### src/rtl/cmp_adc_trigger.sv
module cmp_adc_trigger #(
  parameter int TW = 16,
  parameter int RW = 10,
  parameter int CW = 5
) (
  input  logic          clk,
  input  logic          rst_n,
  input  logic          cfg_we,
  input  logic [2:0]    cfg_addr,
  input  logic [TW-1:0] cfg_wdata,
  output logic [TW-1:0] cfg_rdata,
  output logic          conv_start,
  input  logic          conv_done,
  input  logic [RW-1:0] conv_data,
  output logic          irq
);
  localparam logic [3:0] TRIG_MODE = 4'b1011;
  localparam int PAD = TW - RW;

  logic [TW-1:0] tmr_a, tmr_b, cmp_val, result;
  logic [3:0]    mode;
  logic [2:0]    acq_code;
  logic          en, sel, left_fmt, busy, converting;
  logic [CW-1:0] acq_cnt, acq_len;

  wire ctrl_wr = cfg_we && (cfg_addr == 3'd0);
  wire match   = (mode == TRIG_MODE) && ((sel ? tmr_b : tmr_a) == cmp_val);
  wire fire    = match && en && !busy;
  wire done_ev = busy && converting && conv_done;

  assign conv_start = busy && !converting && (acq_cnt == '0);

  always_comb begin
    case (acq_code)
      3'd0: acq_len = CW'(0);
      3'd1: acq_len = CW'(2);
      3'd2: acq_len = CW'(4);
      3'd3: acq_len = CW'(6);
      3'd4: acq_len = CW'(8);
      3'd5: acq_len = CW'(12);
      3'd6: acq_len = CW'(16);
      default: acq_len = CW'(20);
    endcase
  end

  always_ff @(posedge clk or negedge rst_n) begin
    if (!rst_n) begin
      tmr_a <= '0;
      tmr_b <= '0;
    end else begin
      tmr_a <= (match && !sel) ? '0 : tmr_a + 1'b1;
      tmr_b <= (match &&  sel) ? '0 : tmr_b + 1'b1;
    end
  end

  always_ff @(posedge clk or negedge rst_n) begin
    if (!rst_n) begin
      mode <= '0; en <= 1'b0; sel <= 1'b0; acq_code <= '0; left_fmt <= 1'b0;
      cmp_val <= '0;
    end else if (cfg_we) begin
      if (cfg_addr == 3'd0) begin
        mode     <= cfg_wdata[3:0];
        en       <= cfg_wdata[4];
        sel      <= cfg_wdata[6];
        acq_code <= cfg_wdata[9:7];
        left_fmt <= cfg_wdata[10];
      end
      if (cfg_addr == 3'd1) cmp_val <= cfg_wdata;
    end
  end

  always_ff @(posedge clk or negedge rst_n) begin
    if (!rst_n) begin
      busy <= 1'b0; converting <= 1'b0; acq_cnt <= '0; result <= '0; irq <= 1'b0;
    end else begin
      if (fire) begin
        busy <= 1'b1;
        converting <= 1'b0;
        acq_cnt <= acq_len;
      end else if (busy && !converting) begin
        if (acq_cnt == '0) converting <= 1'b1;
        else acq_cnt <= acq_cnt - 1'b1;
      end else if (done_ev) begin
        busy <= 1'b0;
        converting <= 1'b0;
        result <= left_fmt ? {conv_data, {PAD{1'b0}}} : {{PAD{1'b0}}, conv_data};
      end
      if (done_ev) irq <= 1'b1;
      else if (ctrl_wr && !cfg_wdata[11]) irq <= 1'b0;
    end
  end

  always_comb begin
    case (cfg_addr)
      3'd0: cfg_rdata = TW'({irq, left_fmt, acq_code, sel, busy, en, mode});
      3'd1: cfg_rdata = cmp_val;
      3'd2: cfg_rdata = result;
      3'd3: cfg_rdata = tmr_a;
      3'd4: cfg_rdata = tmr_b;
      default: cfg_rdata = '0;
    endcase
  end

  assert_timer_clear_R1: assert property (@(posedge clk) disable iff (!rst_n)
    (match && !sel) |=> (tmr_a == '0));
  assert_no_start_idle_R3: assert property (@(posedge clk) disable iff (!rst_n)
    conv_start |-> busy);
  assert_busy_needs_en_R4: assert property (@(posedge clk) disable iff (!rst_n)
    $rose(busy) |-> $past(en));
  assert_done_flags_R7: assert property (@(posedge clk) disable iff (!rst_n)
    done_ev |=> (irq && !busy));
  assert_busy_hold_R8: assert property (@(posedge clk) disable iff (!rst_n)
    (busy && !done_ev) |=> busy);
endmodule

### config.mk
export PLATFORM = sky130hd
export DESIGN_NAME = cmp_adc_trigger
export DESIGN_NICKNAME = d
export VERILOG_FILES = /design/src/rtl/cmp_adc_trigger.sv
export SDC_FILE = /design/constraint.sdc
export NUM_CORES = 1
export LEC_CHECK = 0
export ABC_AREA = 1
export CAP_MARGIN = 15
export CORE_ASPECT_RATIO = 2
export CORE_MARGIN = 2
export CORE_UTILIZATION = 52
export CTS_CLUSTER_SIZE = 25
export DETAILED_ROUTE_END_ITERATION = 10
export GPL_ROUTABILITY_DRIVEN = 1
export PLACE_DENSITY = 0.77
export SLEW_MARGIN = 0
export SYNTH_ARGS = -nofsm -noshare
export SYNTH_HDL_FRONTEND = slang
export SYNTH_SLANG_ARGS = --single-unit
### constraint.sdc
create_clock -name clk -period 2.6 [get_ports clk]
set_input_delay 0.78 -clock clk [delete_from_list [all_inputs] [get_ports clk]]
set_output_delay 0.78 -clock clk [all_outputs]
set_load 0.005 [all_outputs]
==> impl_metrics.prom, run 1 <==
# TYPE chip_impl_metric gauge
chip_impl_metric{name="static_leakage",unit="nW"} 3.147
chip_impl_metric{name="ctsHoldBuffers",unit=""} 0
chip_impl_metric{name="relSlewSlack",unit="%"} 66.00
chip_impl_metric{name="drcViolationCount",unit=""} 0
chip_impl_metric{name="grt_usage",unit="%"} 32.09
chip_impl_metric{name="fin_skew",unit="ps"} 4.118
chip_impl_metric{name="yosysTopAreaCellShare",unit="%"} 41.80
chip_impl_metric{name="io_buffer_count",unit=""} 50
chip_impl_metric{name="drtPass1Iterations",unit=""} 5
chip_impl_info{name="synth.top_cells.by_count",value="176 x sky130_fd_sc_hd__nand2_1, 101 x sky130_fd_sc_hd__inv_1, 82 x sky130_fd_sc_hd__dfrtp_1"} 1
chip_impl_metric{name="place.gp.congestion",unit=""} 1.035
chip_impl_metric{name="cts_buffers",unit=""} 9
chip_impl_metric{name="timing.critical_path.required",unit="ps"} 1820
chip_impl_metric{name="routed_wirelength",unit="mm"} 15.72
chip_impl_metric{name="power_density",unit="nW/um^2"} 630.3
chip_impl_info{name="critical_r2r_launch",value="sel"} 1
chip_impl_metric{name="timing_worst_slew_pin_value",unit="ps"} 509.5
chip_impl_metric{name="io_pins",unit=""} 51
chip_impl_metric{name="synthesis.nets",unit=""} 708
chip_impl_metric{name="clock_sink_count",unit=""} 82
chip_impl_metric{name="synth_async_sr_flop_share",unit="%"} 100.0
chip_impl_metric{name="worst_path_arrival",unit="ps"} 1800
chip_impl_metric{name="timing.critical_path.slowest_cell_delay",unit="ps"} 250
chip_impl_metric{name="chipHeight",unit="um"} 141.4
chip_impl_info{name="tritoncts",value="yes"} 1
chip_impl_metric{name="ctsHtreeMaxLevel",unit=""} 3
chip_impl_metric{name="syn2layout_area_growth",unit="%"} 27.91
chip_impl_metric{name="post_synth_num_cell_types",unit=""} 40
chip_impl_info{name="clk_root_buffer_cell",value="sky130_fd_sc_hd__clkbuf_16"} 1
chip_impl_metric{name="synth.ff_latch_count",unit=""} 82
chip_impl_info{name="critPathSlowestCell",value="sky130_fd_sc_hd__a221oi_2"} 1
chip_impl_metric{name="layoutNonFillerInstCount",unit=""} 865
chip_impl_info{name="rsz0062_at_grt",value="yes"} 1
chip_impl_metric{name="final-max-slew-violation-count",unit=""} 0
chip_impl_metric{name="highest_clock_frequency_the_design_can_meet",unit="MHz"} 387.4
chip_impl_metric{name="drtIter0Drc",unit=""} 365
chip_impl_metric{name="synth_warnings",unit=""} 0
chip_impl_metric{name="core.rowCount",unit=""} 50
chip_impl_metric{name="maxCapViolations",unit=""} 0
chip_impl_metric{name="cts.reportedPaths.clkPinSlew",unit="ps"} 60
chip_impl_metric{name="post_drt_via_cell_ratio",unit=""} 5.755
chip_impl_metric{name="grt_antenna_before_repair",unit=""} 0
chip_impl_metric{name="antennaDiodeCount",unit=""} 0
chip_impl_metric{name="chipWidth",unit="um"} 72.70
chip_impl_metric{name="synth_enable_flop_cells",unit=""} 0
chip_impl_metric{name="clk_path_buf_depth",unit=""} 2
chip_impl_metric{name="globalRouteOverflowTotal",unit=""} 0
chip_impl_metric{name="grt_start_max_net_pins",unit=""} 55
chip_impl_metric{name="place_hpwl",unit="mm"} 11.96
chip_impl_info{name="hp-class",value="in2async"} 1
chip_impl_info{name="cp_common_cell",value="sky130_fd_sc_hd__buf_4"} 1
chip_impl_info{name="ys.flop_type",value="sky130_fd_sc_hd__dfrtp_1"} 1
chip_impl_metric{name="post-place-cells",unit=""} 835
chip_impl_metric{name="finish.net_count",unit=""} 793
chip_impl_metric{name="post_synth.cell_area_avg",unit="um^2"} 7.315
chip_impl_metric{name="setup-violations-final",unit=""} 0
chip_impl_info{name="status",value="completed"} 1
chip_impl_metric{name="die_footprint",unit="um^2"} 10280
chip_impl_info{name="synth.area.top_cells",value="sky130_fd_sc_hd__dfrtp_1 42%, sky130_fd_sc_hd__nand2_1 13%, sky130_fd_sc_hd__inv_1 7.7%, sky130_fd_sc_hd__o21ai_0 5.6%, sky130_fd_sc_hd__nand3_1 5.2%"} 1
chip_impl_metric{name="layout_worst_path_cycle_share",unit="%"} 99.28
chip_impl_metric{name="dpl-instance-area",unit="um^2"} 5644
chip_impl_metric{name="routed-via-count",unit=""} 4978
chip_impl_metric{name="grt_first_pass_wirelength",unit="mm"} 24.71
chip_impl_metric{name="post_synth_instance_area",unit="um^2"} 4908
chip_impl_metric{name="final.min_clock_period",unit="ps"} 2581
chip_impl_info{name="crit_start",value="cfg_addr[2]"} 1
chip_impl_info{name="yosys.area.top_type",value="sky130_fd_sc_hd__dfrtp_1"} 1
chip_impl_metric{name="syn_inst",unit=""} 671
chip_impl_info{name="synthMostInstantiatedCell",value="sky130_fd_sc_hd__nand2_1"} 1
chip_impl_metric{name="final_core_util",unit="%"} 67.81
chip_impl_metric{name="postLayoutCellArea",unit="um^2"} 6279
chip_impl_metric{name="timing.setup.tns",unit="ps"} 0
chip_impl_metric{name="core_area",unit="um^2"} 9259
chip_impl_metric{name="synth_sequential_area_ratio",unit="%"} 41.80
chip_impl_metric{name="final-hold-violation-count",unit=""} 0
chip_impl_metric{name="critical_path_peak_fanout",unit=""} 4
chip_impl_info{name="critical_path.cell_chain",value="buf_8 > buf_6 > nor3_4 > buf_4 > buf_4 > a221oi_2 > o21ai_1 > buf_2"} 1
chip_impl_metric{name="ant_nets",unit=""} 0
chip_impl_metric{name="wl_per_cell",unit="um"} 18.17
chip_impl_metric{name="via_count_of_the_first_global_routing_pass",unit=""} 4949
chip_impl_metric{name="power.ir.vdd_worst",unit="V"} 0.0005075
chip_impl_metric{name="layout-drive-gt1-share",unit="%"} 18.53
chip_impl_metric{name="start_util",unit="%"} 53.01
chip_impl_info{name="timing.critical_path.to_type",value="primary output"} 1
chip_impl_metric{name="timing.hold.ws",unit="ps"} 347.8
chip_impl_metric{name="worst_skew_pair.late_latency",unit="ps"} 350
chip_impl_info{name="cp-start-kind",value="input port"} 1
chip_impl_info{name="worstSetupPathType",value="in2out"} 1
where the power goes:
group	leakage, nW	internal [mW]	total [mW]	switching, mW
combinational	1.95	0.354	0.891	0.536
sequential	1.05	1.48	1.67	0.186
clock	0.153	0.849	1.40	0.551
metrics by stage:
stage,total power [mW],worst slack [ps]
6_report,3.957,18.69
5_1_grt,4.120,-7.974
4_1_cts,3.937,-37.64
3_5_place_dp,2.512,-841.7
3_3_place_gp,2.489,-794.9
2_1_floorplan,2.097,45.29
cells in the final DEF, fill, tap and decap left out, drive strengths merged, types with 3 or more instances in the layout:
master / count
o21ai: 57
ha: 4
o22ai: 13
nand4: 10
nor3: 13
o211ai: 3
nand2: 187
nand3: 52
dfrtp: 82
inv: 104
a221o: 3
nor4: 3
clkbuf: 13
clkdlybuf4s50: 29
nor2: 72
xor2: 10
a21oi: 11
o31ai: 4
nor3b: 3
buf: 59
a221oi: 12
layer usage:
layer	up-vias	wire length, um	share of wire [%]	global-route usage, %
met4	0	1393	8.9	23.98
met1	2362	5439	35	33.05
met3	78	787	5.0	7.386
met2	189	8097	52	54.64
li1	2349	-	-	-
met5	-	0	0	0
critical path, delay by kind of cell:
family          cells  cell delay (ps)
buf+inv             5              620
compound gates      2              350
simple gates        1               40
cells by family (layout without fill, tap and decap cells):
family,after synthesis,count (layout),synth area share (%)
compound gates,105,105,12.75
xor+xnor,12,12,2.141
fa+ha+maj,4,4,1.020
buf+inv,123,213,10.66
flops,82,82,41.80
mux,2,2,0.4333
simple gates,343,343,31.20
worst paths after layout:
| kind | endpoint | slack (ps) | cells past startpoint |
|---|---|---|---|
| worst max-delay path | cfg_rdata[7] | 20 | 8 |
| worst min-delay path | tmr_a[13] | 350 | 1 |
| worst max register to register | tmr_b[13] | 330 | 12 |
| worst min register to register | result[14] | 490 | 2 |
| max in group asynchronous | tmr_b[4] | 1630 | 2 |
| min in group clk | result[14] | 490 | 2 |
registers in the layout, indices dropped and copies added (netlist names), 3 cells and up:
| signal | count |
|---|---|
| cmp_val | 16 |
| result | 16 |
| tmr_a | 16 |
| tmr_b | 16 |
| acq_cnt | 5 |
| mode | 4 |
| acq_code | 3 |
cell type report:
type / instances / area, um^2
Multi-Input combinational cell: 466 / 2552
Inverter: 102 / 387.9
Clock buffer: 9 / 225.2
Tap cell: 104 / 130.1
Sequential cell: 82 / 2052
Fill cell: 778 / 2980
Clock inverter: 7 / 101.3
Timing Repair Buffer: 95 / 829.5
repair_timing:
item	in CTS	in global routing
endpoints found under the setup margin	17	14
pin swaps	12	3
buffers inserted	13	2
resized for setup	126	15
(Power assumes the default switching activity.)
==> run 2: changes to the inputs <==
--- a/config.mk
+++ b/config.mk
@@ -5,15 +5,15 @@
 export SDC_FILE = /design/constraint.sdc
 export NUM_CORES = 1
 export LEC_CHECK = 0
-export ABC_AREA = 1
+export ABC_AREA = 0
 export CAP_MARGIN = 15
 export CORE_ASPECT_RATIO = 2
-export CORE_MARGIN = 2
-export CORE_UTILIZATION = 52
+export CORE_UTILIZATION = 57
 export CTS_CLUSTER_SIZE = 25
 export DETAILED_ROUTE_END_ITERATION = 10
+export DONT_BUFFER_PORTS = 1
 export GPL_ROUTABILITY_DRIVEN = 1
-export PLACE_DENSITY = 0.77
+export PLACE_DENSITY = 0.75
 export SLEW_MARGIN = 0
 export SYNTH_ARGS = -nofsm -noshare
 export SYNTH_HDL_FRONTEND = slang
==> run 2 against run 1 <==
Worst setup slack better by 120 ps. Combinational power shrank 6.3%. Final cell count shrank 40%.
==> impl_metrics.prom, run 2 <==
# TYPE chip_impl_metric gauge
chip_impl_metric{name="timing.critical_path.required",unit="ps"} 1820
chip_impl_metric{name="worst_path_arrival",unit="ps"} 1680
chip_impl_info{name="synthMostInstantiatedCell",value="sky130_fd_sc_hd__dfrtp_1"} 1
chip_impl_metric{name="drtPass1Iterations",unit=""} 4
chip_impl_metric{name="syn_inst",unit=""} 426
chip_impl_metric{name="globalRouteOverflowTotal",unit=""} 0
chip_impl_metric{name="chipHeight",unit="um"} 126.9
chip_impl_metric{name="start_util",unit="%"} 58.91
chip_impl_metric{name="post_drt_via_cell_ratio",unit=""} 6.207
chip_impl_metric{name="ctsHtreeMaxLevel",unit=""} 3
chip_impl_metric{name="core.rowCount",unit=""} 45
chip_impl_metric{name="routed_wirelength",unit="mm"} 10.88
chip_impl_metric{name="power_density",unit="nW/um^2"} 820.1
chip_impl_metric{name="final-max-slew-violation-count",unit=""} 0
chip_impl_metric{name="power.ir.vdd_worst",unit="V"} 0.0006056
chip_impl_info{name="mostFrequentLayoutCell",value="sky130_fd_sc_hd__dfrtp_1"} 1
chip_impl_metric{name="grt_antenna_before_repair",unit=""} 0
chip_impl_metric{name="timing_worst_slew_pin_value",unit="ps"} 482.0
chip_impl_metric{name="clk_path_buf_depth",unit=""} 2
chip_impl_metric{name="worst_skew_pair.late_latency",unit="ps"} 340
chip_impl_metric{name="drtIter0Drc",unit=""} 258
chip_impl_info{name="tritoncts",value="yes"} 1
chip_impl_metric{name="fin_skew",unit="ps"} 4.706
chip_impl_metric{name="postLayoutCellArea",unit="um^2"} 4858
chip_impl_metric{name="static_leakage",unit="nW"} 2.108
chip_impl_metric{name="chipWidth",unit="um"} 64.44
chip_impl_metric{name="power_switching",unit="mW"} 1.181
chip_impl_metric{name="final.min_clock_period",unit="ps"} 2462
chip_impl_metric{name="cts.reportedPaths.clkPinSlew",unit="ps"} 60
chip_impl_metric{name="critical_path.n_buffers_inverters",unit=""} 1
chip_impl_metric{name="synth_warnings",unit=""} 0
chip_impl_metric{name="cts_buffers",unit=""} 9
chip_impl_metric{name="fin_ws",unit="ps"} 137.7
chip_impl_info{name="critPathSlowestCell",value="sky130_fd_sc_hd__nor4b_1"} 1
chip_impl_info{name="ys.flop_type",value="sky130_fd_sc_hd__dfrtp_1"} 1
chip_impl_metric{name="antennaDiodeCount",unit=""} 0
chip_impl_metric{name="ff2ff_setup_slack",unit="ps"} 250
chip_impl_metric{name="via_count_of_the_first_global_routing_pass",unit=""} 3363
chip_impl_metric{name="final-hold-violation-count",unit=""} 0
chip_impl_metric{name="relSlewSlack",unit="%"} 67.42
chip_impl_metric{name="pre_cts_ws",unit="ps"} -34.34
chip_impl_metric{name="ant_nets",unit=""} 0
chip_impl_metric{name="io_buffer_count",unit=""} 0
chip_impl_info{name="worstSetupPathType",value="reg2out"} 1
chip_impl_metric{name="finish.net_count",unit=""} 462
chip_impl_metric{name="sequential_share_of_power",unit="%"} 47.8
chip_impl_metric{name="cts_setup_buffers",unit=""} 0
chip_impl_metric{name="place_hpwl",unit="mm"} 7.840
chip_impl_metric{name="synth_enable_flop_cells",unit=""} 0
chip_impl_metric{name="layout-drive-gt1-share",unit="%"} 16.08
chip_impl_metric{name="clock_sink_count",unit=""} 82
chip_impl_info{name="yosys.area.top_type",value="sky130_fd_sc_hd__dfrtp_1"} 1
chip_impl_info{name="clk_root_buffer_cell",value="sky130_fd_sc_hd__clkbuf_16"} 1
chip_impl_info{name="rsz0062_at_grt",value="no"} 1
chip_impl_metric{name="drcViolationCount",unit=""} 0
chip_impl_metric{name="post_synth.cell_area_avg",unit="um^2"} 10.43
chip_impl_metric{name="grt_start_max_net_pins",unit=""} 83
chip_impl_metric{name="setup-violations-final",unit=""} 0
chip_impl_metric{name="layout_worst_path_cycle_share",unit="%"} 94.70
chip_impl_metric{name="place.gp.congestion",unit=""} 0.9249
chip_impl_info{name="hp-class",value="in2async"} 1
chip_impl_info{name="mostFrequentLayoutCells",value="82 x sky130_fd_sc_hd__dfrtp_1, 40 x sky130_fd_sc_hd__nand2_1, 36 x sky130_fd_sc_hd__nor2_1, 36 x sky130_fd_sc_hd__mux2_2, 29 x sky130_fd_sc_hd__mux2i_1"} 1
chip_impl_metric{name="synth_sequential_area_ratio",unit="%"} 46.17
chip_impl_info{name="synth.area.top_cells",value="sky130_fd_sc_hd__dfrtp_1 46%, sky130_fd_sc_hd__mux2_2 9.1%, sky130_fd_sc_hd__mux2i_1 6.5%, sky130_fd_sc_hd__xor2_1 5.1%, sky130_fd_sc_hd__a22oi_1 4.4%"} 1
chip_impl_metric{name="pwr-share-comb",unit="%"} 20.9
chip_impl_metric{name="internal_power",unit="mW"} 2.803
chip_impl_metric{name="total_power",unit="mW"} 3.984
chip_impl_metric{name="die_footprint",unit="um^2"} 8175
chip_impl_metric{name="post_synth_instance_area",unit="um^2"} 4444
chip_impl_info{name="synth.top_cells.by_count",value="82 x sky130_fd_sc_hd__dfrtp_1, 40 x sky130_fd_sc_hd__nand2_1, 36 x sky130_fd_sc_hd__mux2_2, 36 x sky130_fd_sc_hd__nor2_1, 29 x sky130_fd_sc_hd__mux2i_1"} 1
chip_impl_metric{name="syn2layout_area_growth",unit="%"} 9.319
chip_impl_info{name="critical_path.cell_chain",value="inv_1 > ha_1 > nor4b_1 > and3b_1"} 1
chip_impl_info{name="path_delay_family",value="simple AND/OR/NAND/NOR gates"} 1
chip_impl_metric{name="wl_per_cell",unit="um"} 20.80
chip_impl_metric{name="core_area",unit="um^2"} 7545
chip_impl_metric{name="ctsHoldBuffers",unit=""} 0
chip_impl_metric{name="timing.critical_path.slowest_cell_delay",unit="ps"} 410
chip_impl_metric{name="post_synth_num_cell_types",unit=""} 39
chip_impl_metric{name="routed-via-count",unit=""} 3246
chip_impl_metric{name="synth.ff_latch_count",unit=""} 82
chip_impl_metric{name="grt_first_pass_wirelength",unit="mm"} 17.31
chip_impl_metric{name="final_core_util",unit="%"} 64.39
chip_impl_metric{name="grt_usage",unit="%"} 29.12
chip_impl_metric{name="synth_async_sr_flop_share",unit="%"} 100.0
chip_impl_metric{name="critical_path_peak_fanout",unit=""} 3
chip_impl_metric{name="power_frac_clock",unit="%"} 31.2
chip_impl_metric{name="power.share.switching",unit="%"} 29.65
chip_impl_metric{name="maxCapViolations",unit=""} 0
chip_impl_metric{name="timing.hold.ws",unit="ps"} 128.7
chip_impl_info{name="status",value="completed"} 1
chip_impl_info{name="timing.critical_path.to_type",value="primary output"} 1
chip_impl_metric{name="highest_clock_frequency_the_design_can_meet",unit="MHz"} 406.1
chip_impl_metric{name="io_pins",unit=""} 51
chip_impl_metric{name="yosysTopAreaCellShare",unit="%"} 46.17
chip_impl_info{name="cp-start-kind",value="register"} 1
chip_impl_metric{name="synthesis.nets",unit=""} 463
chip_impl_metric{name="dpl-instance-area",unit="um^2"} 4567
-- run 2: changes by cell type in the layout (fill, tap and decap cells not counted), moves of 28 or more --
cell                              delta
sky130_fd_sc_hd__nand2_1           -135
sky130_fd_sc_hd__inv_1              -93
sky130_fd_sc_hd__mux2_2             +35
sky130_fd_sc_hd__nand3_1            -33
sky130_fd_sc_hd__clkdlybuf4s50_1    -29
sky130_fd_sc_hd__mux2i_1            +28
-- run 2: worst paths after layout --
kind	depth (start not counted)	startpoint	to
hold reg to reg	2	result[11]	result[11]
hold / removal	0	rst_n	tmr_b[2]
setup reg to reg	7	sel	converting
min in group clk	2	result[11]	result[11]
max in group asynchronous	0	rst_n	acq_cnt[3]
setup / recovery	4	acq_cnt[0]	conv_start
-- run 2: kinds of logic (layout without fill, tap and decap cells) --
| group | count (synthesis) | in the layout | synth area share [%] |
|---|---|---|---|
| AO/OA/AOI/OAI | 64 | 64 | 9.319 |
| XOR/XNOR | 46 | 46 | 9.065 |
| adder cells (fa/ha/maj) | 4 | 4 | 1.126 |
| buffers and inverters | 29 | 32 | 3.209 |
| flip-flops | 82 | 82 | 46.17 |
| multiplexers | 66 | 66 | 16.16 |
| AND/OR/NAND/NOR | 135 | 135 | 14.95 |
-- run 2: power by group through the flow --
stage                     logic (mW)  registers (mW)  clock network [mW]
final                          0.835            1.91                1.24
after global routing           0.933            1.94                1.31
after CTS                      0.843            1.90                1.26
after detailed placement       0.834            1.92                   0
after floorplan                0.713            1.80                   0
after global placement         0.804            1.91                   0
-- run 2: cell type report --
| type | count | area [um^2] |
|---|---|---|
| fillers | 633 | 2686 |
| multi-input cells | 315 | 2281 |
| flip-flops and latches | 82 | 2052 |
| clock buffers | 12 | 246.5 |
| well taps | 94 | 117.6 |
| repair buffers | 12 | 102.6 |
| clock inverters | 3 | 40.04 |
| inverters | 5 | 18.77 |
-- run 2: what timing repair did --
| action | CTS | global route |
|---|---|---|
| endpoints found under the hold margin | 0 | 0 |
| resized for setup | 1 | 0 |
| setup endpoints to repair | 4 | 0 |
-- run 2: routing by layer --
| layer | GRT usage (%) | part of all wire, % |
|---|---|---|
| met1 | 33.69 | 37 |
| met2 | 47.93 | 53 |
| met3 | 7.734 | 6.0 |
| met4 | 16.34 | 3.8 |
| met5 | 0 | 0 |
-- run 2: metrics by stage --
| stage | std cells | setup TNS (ps) |
|---|---|---|
| 6_report | 523 | 0 |
| 3_5_place_dp | 508 | -92.54 |
| 2_1_floorplan | 426 | 0 |
| 3_3_place_gp | 508 | -30.68 |
| 4_1_cts | 523 | 0 |
| 5_1_grt | 523 | 0 |
